===== src/rtl/dll_seq_pkg.sv =====
package dll_seq_pkg;

    typedef enum logic [2:0] {
        SQ_IDLE,
        SQ_M_HOLD,
        SQ_M_EN,
        SQ_M_REL,
        SQ_S_HOLD,
        SQ_S_EN,
        SQ_S_REL
    } seq_state_e;

    // Step a lane group is in; LN_HOLD doubles as the "off" state
    typedef enum logic [1:0] {
        LN_HOLD,
        LN_EN,
        LN_ON
    } lane_step_e;

endpackage


===== src/rtl/dll_wait_timer.sv =====
module dll_wait_timer #(
    parameter int CNT_W = 12
) (
    input  logic             clk,
    input  logic             rst_n,
    input  logic             load,
    input  logic [CNT_W-1:0] load_val,
    output logic             expired
);

    logic [CNT_W-1:0] cnt_d, cnt_q;

    always_comb begin
        cnt_d = cnt_q;
        if (load)
            cnt_d = load_val;
        else if (cnt_q != '0)
            cnt_d = cnt_q - 1'b1;
    end

    always_ff @(posedge clk or negedge rst_n) begin
        if (!rst_n)
            cnt_q <= '0;
        else
            cnt_q <= cnt_d;
    end

    assign expired = (cnt_q == '0);

    AST_TMR_COUNTDOWN: assert property (@(posedge clk) disable iff (!rst_n)
        (!load && cnt_q != '0) |=> (cnt_q == $past(cnt_q) - 1'b1));

endmodule


===== src/rtl/dll_lane_drive.sv =====
module dll_lane_drive
    import dll_seq_pkg::*;
(
    input  lane_step_e step_i,
    input  logic       en_i,
    output logic       rst_n_o,
    output logic       dis_o
);

    always_comb begin
        dis_o   = 1'b1;
        rst_n_o = 1'b0;
        if (en_i) begin
            case (step_i)
                LN_EN: begin
                    dis_o   = 1'b0;
                    rst_n_o = 1'b0;
                end
                LN_ON: begin
                    dis_o   = 1'b0;
                    rst_n_o = 1'b1;
                end
                default: begin
                    dis_o   = 1'b1;
                    rst_n_o = 1'b0;
                end
            endcase
        end
    end

endmodule


===== src/rtl/dll_lane_seq.sv =====
module dll_lane_seq
    import dll_seq_pkg::*;
#(
    parameter int CLK_MHZ  = 125,
    parameter int SHORT_US = 2,
    parameter int LONG_US  = 22,
    parameter int N_SLAVE  = 4,
    parameter int SLV_PW   = 4,
    parameter int MST_W    = 6,
    parameter int MST_LSB  = 16
) (
    input  logic                      clk,
    input  logic                      rst_n,
    input  logic                      start,
    input  logic                      wide,
    input  logic [MST_LSB+MST_W-1:0]  phase_word,
    output logic                      busy,
    output logic                      done,
    output logic [MST_W-1:0]          mst_phase,
    output logic                      mst_rst_n,
    output logic                      mst_dis,
    output logic [N_SLAVE*SLV_PW-1:0] slv_phase,
    output logic [N_SLAVE-1:0]        slv_rst_n,
    output logic [N_SLAVE-1:0]        slv_dis
);

    localparam int SHORT_CYC = CLK_MHZ * SHORT_US;
    localparam int LONG_CYC  = CLK_MHZ * LONG_US;
    localparam int MAX_CYC   = (LONG_CYC > SHORT_CYC) ? LONG_CYC : SHORT_CYC;
    localparam int CNT_W     = $clog2(MAX_CYC + 1);
    localparam int SLV_BITS  = N_SLAVE * SLV_PW;
    localparam int N_NARROW  = N_SLAVE / 2;
    localparam logic [CNT_W-1:0] SHORT_LD = CNT_W'(SHORT_CYC - 1);
    localparam logic [CNT_W-1:0] LONG_LD  = CNT_W'(LONG_CYC - 1);

    typedef struct packed {
        seq_state_e          st;
        lane_step_e          mst_step;
        lane_step_e          slv_step;
        logic                wide;
        logic                done;
        logic [MST_W-1:0]    mph;
        logic [SLV_BITS-1:0] sph;
    } seq_regs_t;

    localparam seq_regs_t REGS_RST = '{
        st:       SQ_IDLE,
        mst_step: LN_HOLD,
        slv_step: LN_HOLD,
        wide:     1'b1,
        done:     1'b0,
        mph:      '0,
        sph:      '0
    };

    seq_regs_t        r_d, r_q;
    logic             tmr_load;
    logic [CNT_W-1:0] tmr_val;
    logic             tmr_exp;
    logic [N_SLAVE-1:0] lane_act;

    always_comb begin
        r_d      = r_q;
        r_d.done = 1'b0;
        tmr_load = 1'b0;
        tmr_val  = SHORT_LD;
        case (r_q.st)
            SQ_IDLE: begin
                if (start) begin
                    r_d.st       = SQ_M_HOLD;
                    r_d.mst_step = LN_HOLD;
                    r_d.slv_step = LN_HOLD;
                    r_d.wide     = wide;
                    r_d.mph      = phase_word[MST_LSB +: MST_W];
                    for (int k = 0; k < N_SLAVE; k++) begin
                        if (wide || k < N_NARROW)
                            r_d.sph[k*SLV_PW +: SLV_PW] = phase_word[k*SLV_PW +: SLV_PW];
                        else
                            r_d.sph[k*SLV_PW +: SLV_PW] = '0;
                    end
                    tmr_load = 1'b1;
                    tmr_val  = SHORT_LD;
                end
            end
            SQ_M_HOLD: if (tmr_exp) begin
                r_d.st       = SQ_M_EN;
                r_d.mst_step = LN_EN;
                tmr_load     = 1'b1;
                tmr_val      = LONG_LD;
            end
            SQ_M_EN: if (tmr_exp) begin
                r_d.st       = SQ_M_REL;
                r_d.mst_step = LN_ON;
                tmr_load     = 1'b1;
                tmr_val      = LONG_LD;
            end
            SQ_M_REL: if (tmr_exp) begin
                r_d.st   = SQ_S_HOLD;
                tmr_load = 1'b1;
                tmr_val  = SHORT_LD;
            end
            SQ_S_HOLD: if (tmr_exp) begin
                r_d.st       = SQ_S_EN;
                r_d.slv_step = LN_EN;
                tmr_load     = 1'b1;
                tmr_val      = LONG_LD;
            end
            SQ_S_EN: if (tmr_exp) begin
                r_d.st       = SQ_S_REL;
                r_d.slv_step = LN_ON;
                tmr_load     = 1'b1;
                tmr_val      = LONG_LD;
            end
            SQ_S_REL: if (tmr_exp) begin
                r_d.st   = SQ_IDLE;
                r_d.done = 1'b1;
            end
            default: r_d.st = SQ_IDLE;
        endcase
    end

    always_ff @(posedge clk or negedge rst_n) begin
        if (!rst_n)
            r_q <= REGS_RST;
        else
            r_q <= r_d;
    end

    dll_wait_timer #(.CNT_W(CNT_W)) u_tmr (
        .clk      (clk),
        .rst_n    (rst_n),
        .load     (tmr_load),
        .load_val (tmr_val),
        .expired  (tmr_exp)
    );

    dll_lane_drive u_mst (
        .step_i  (r_q.mst_step),
        .en_i    (1'b1),
        .rst_n_o (mst_rst_n),
        .dis_o   (mst_dis)
    );

    for (genvar k = 0; k < N_SLAVE; k++) begin : g_slv
        assign lane_act[k] = r_q.wide || (k < N_NARROW);
        dll_lane_drive u_slv (
            .step_i  (r_q.slv_step),
            .en_i    (lane_act[k]),
            .rst_n_o (slv_rst_n[k]),
            .dis_o   (slv_dis[k])
        );
    end

    assign busy      = (r_q.st != SQ_IDLE);
    assign done      = r_q.done;
    assign mst_phase = r_q.mph;
    assign slv_phase = r_q.sph;

    AST_DONE_SINGLE: assert property (@(posedge clk) disable iff (!rst_n)
        done |=> !done);

    AST_SLAVE_AFTER_MASTER: assert property (@(posedge clk) disable iff (!rst_n)
        (|(~slv_dis)) |-> (mst_rst_n && !mst_dis));

    AST_MST_RELEASE_ORDER: assert property (@(posedge clk) disable iff (!rst_n)
        $rose(mst_rst_n) |-> $past(!mst_dis));

    AST_BUSY_START_IGNORED: assert property (@(posedge clk) disable iff (!rst_n)
        (busy && start) |=> ($stable(mst_phase) && $stable(slv_phase)));

    AST_DONE_ENDS_BUSY: assert property (@(posedge clk) disable iff (!rst_n)
        done |-> !busy);

endmodule


===== config.mk =====
export PLATFORM = sky130hd
export DESIGN_NAME = dll_lane_seq
export DESIGN_NICKNAME = d
export VERILOG_FILES = /design/src/rtl/dll_seq_pkg.sv /design/src/rtl/dll_wait_timer.sv /design/src/rtl/dll_lane_drive.sv /design/src/rtl/dll_lane_seq.sv
export SDC_FILE = /design/constraint.sdc
export NUM_CORES = 1
export LEC_CHECK = 0
export ABC_AREA = 0
export ABC_CLOCK_PERIOD_IN_PS = 2500
export CAP_MARGIN = 20
export CORE_ASPECT_RATIO = 1.5
export CORE_MARGIN = 5
export CORE_UTILIZATION = 48
export DETAILED_ROUTE_END_ITERATION = 10
export HOLD_SLACK_MARGIN = 0.03
export PLACE_DENSITY_LB_ADDON = 0.1
export SLEW_MARGIN = 0
export SYNTH_ARGS = -nofsm -noshare
export SYNTH_HDL_FRONTEND = slang
export SYNTH_SLANG_ARGS = --single-unit

===== constraint.sdc =====
create_clock -name clk -period 2.5 [get_ports clk]
set_input_delay 0.25 -clock clk [delete_from_list [all_inputs] [get_ports clk]]
set_output_delay 0.25 -clock clk [all_outputs]
set_load 0.05 [all_outputs]

==> results.yml <==
floorplanning:
  core_um2: 4542
  io_pins: 60
  die_y_um: 94.08
  dieArea_um2: 6214
  initial_core_util_pct: 49.81
  die_w_um: 66.05
  rows: 30
grt:
  grt_overflow: 0
  grt_pass1_vias: 1778
  antenna_found_initial: 0
  grt_use_total_pct: 16.57
  grt_pass1_wl_mm: 7.990
  grt_max_degree: 44
power:
  pwr-share-clk_pct: 26.2
  power_frac_seq_pct: 43.3
  combPwrFrac_pct: 30.5
  netSwitchingFraction_pct: 34.76
  powerDensity_nw_per_um2: 768.8
  intPower_mw: 1.410
  p_switching_uw: 750.9
  ir_drop_mv: 0.4534
  power_leakage_nw: 1.274
run_status:
  status: "completed"
drt:
  drt_first_pass_iters: 4
  wl_per_cell_um: 13.65
  via_per_inst: 5.104
  wl_mm: 4.709
  route.vias.total: 1761
  drc_errors: 0
  drt_iter0_markers: 113
  ant_nets: 0
place:
  dpl_cell_area_um2: 2693
  dp_hpwl_mm: 3.394
  port-buffer-count: 59
  gp_congestion: 0.8586
sta:
  max_clock_freq_mhz: 435.6
  finalMaxSlewViolations: 0
  hold_violations: 0
  timing.final.crit_share_pct: 91.82
  min_period_ns: 2.296
  setup_violations: 0
  slew_headroom_pct: 36.56
  tns_ns: 0
  rsz0062_at_grt: "no"
  worst_pin_slew_ns: 0.9516
  finalClockSkew_ns: 0.004528
worst_hold_path:
  hold_class: "input port to async pin"
layout:
  fin_nets: 310
  fin_area_um2: 2810
  multi_input_area_um2: 878.3
  regArea_um2: 1077
  syn_to_final_growth_pct: 24.23
  nFillCells: 411
  diodes: 0
  drive_gt1_share_pct: 8.541
synthesis:
  ys_ff_latch: 43
  yosys_warnings: 0
  ys.flop_type: "dfrtp_1"
  syn_inst: 250
  ys_seq_area_share_pct: 47.62
  synth_area_um2: 2262
  synth.avg_cell_area_um2: 9.049
  synth_edf_count: 0
  ys_types: 46
  async_reset_ff_share_pct: 100.0
  synthTopCellsByArea: "dfrtp_1 46%, nand2_1 11%, buf_4 10%"
  yosys.area.top_type: "dfrtp_1"
  yosysTopAreaCellShare_pct: 46.46
  syn_nets: 280
clocking:
  h-tree-depth: 2
  clk_pin_slew_ns: 0.08
  insertion_delay_ns: 0.30
  cts_setup_buffers: 0
  clkSinkCount: 43
  cts_resized: 0
  cts_tree: "done"
  cts_buffer_depth: 2
  numCtsBuffers: 5
  clock-root-buffer: "clkbuf_8"
  ctsHoldBuffers: 0
worst_setup_path:
  crit_path_start: "r_q[28]"
  startpoint_type: "register"
  worstReg2RegStart: "u_tmr.cnt_q[6]"
  path_max_fanout: 17
  critical_path_class: "register to primary output"
  r2r_slack_ns: 0.57
  required_ns: 2.25
  cp.arrival_ns: 2.05
  crit_path_top_delay_cell: "clkdlybuf4s50_1"
  path_cells: "nor3_1 > inv_1 > clkdlybuf4s50_1"
  slowest_delay_ns: 0.72
  endpoint_kind: "primary output"
flow_run:
  drv_cap: 0
cell usage in the layout (no fill, tap or decap), types with 2 or more instances in the layout:
cell	count
nor2_1	8
and2_1	2
o211a_1	2
clkbuf_8	6
nand2_1	69
o21ai_0	7
o211ai_1	2
ha_1	4
dfrtp_1	42
inv_1	5
clkdlybuf4s50_1	58
a31o_2	2
or4_1	4
nand3_1	16
buf_4	7
nor4_1	3
nor3_1	4
a21oi_1	2
a21boi_0	3
and3_1	2
xnor2_1	3
o31ai_1	4
critical path: cells and delay by family (launching register included):
family / cells / cell delay (ns)
buffers and inverters: 2 / 0.85
flip-flops: 1 / 0.56
AND/OR/NAND/NOR: 1 / 0.33
path summary, 6_finish.rpt:
path	cells after the start	to
min in group clk	2	slv_phase[15]
worst min register to register	2	slv_phase[15]
worst max register to register	5	r_q[29]
max in group asynchronous	1	slv_phase[14]
worst max-delay path	3	busy
worst min-delay path	1	mst_phase[5]
kinds of logic after synthesis:
kind of cell             Yosys count  share of synthesized area (%)
multiplexers                       1                         0.4425
XOR/XNOR                           4                          1.549
buffers and inverters             48                          13.55
adder cells (fa/ha/maj)            4                          2.212
flip-flops                        43                          47.62
AO/OA/AOI/OAI                     34                          11.06
AND/OR/NAND/NOR                  116                          23.56
layer usage:
| metal | vias to the layer above | routed length (µm) | track usage, % |
|---|---|---|---|
| li1 | 873 | - | - |
| met4 | 0 | 163 | 8.814 |
| met1 | 824 | 1993 | 18.27 |
| met5 | - | 0 | 0 |
| met3 | 15 | 268 | 4.072 |
| met2 | 49 | 2283 | 28.70 |
synthesized netlist by cell type, types with 4 or more instances:
library cell  number
nor2_1             8
or4_1              4
inv_1              5
nor3_1             4
o21ai_0            7
clkbuf_1           7
nand2_1           69
nand3_1           16
o31ai_1            4
buf_2              5
dfrtp_1           42
buf_4             30
ha_1               4
stage by stage:
step / power, mW / instances / setup WS [ns] / hold WS [ns] / util [%]
6_report: 2.160 / 345 / 0.2044 / 0.09836 / 61.87
5_1_grt: 2.286 / 345 / 0.03653 / 0.1808 / 61.87
4_1_cts: 2.184 / 345 / 0.1872 / 0.1309 / 61.87
3_5_place_dp: 1.616 / 337 / 0.4820 / 0.4556 / 59.28
3_3_place_gp: 1.605 / 337 / 0.5060 / 0.4504 / 59.28
2_1_floorplan: 1.455 / 250 / 0.7380 / -0.04559 / -
power by group through the flow:
| stage | logic [mW] | registers, mW | clock network (mW) |
|---|---|---|---|
| after floorplan | 0.538 | 0.916 | 0 |
| after global placement | 0.659 | 0.946 | 0 |
| after detailed placement | 0.667 | 0.949 | 0 |
| after CTS | 0.669 | 0.935 | 0.581 |
| after global routing | 0.716 | 0.956 | 0.614 |
| final | 0.660 | 0.935 | 0.566 |
layout make-up:
type / instances / area share (%)
clock buffer: 6 / 2.939
clock inverter: 2 / 1.247
inverter: 5 / 0.6679
multi-input combinational: 159 / 31.26
sequential: 43 / 38.33
tap: 64 / 2.850
timing repair buffer: 66 / 22.71
sequential cells by signal, summed over array words and instances (netlist names):
signal and count:
done 1, lane_act 1, mst_phase 6, r_q 7, slv_phase 16, u_tmr.cnt_q 12
Power figures use the tool's default switching activity.
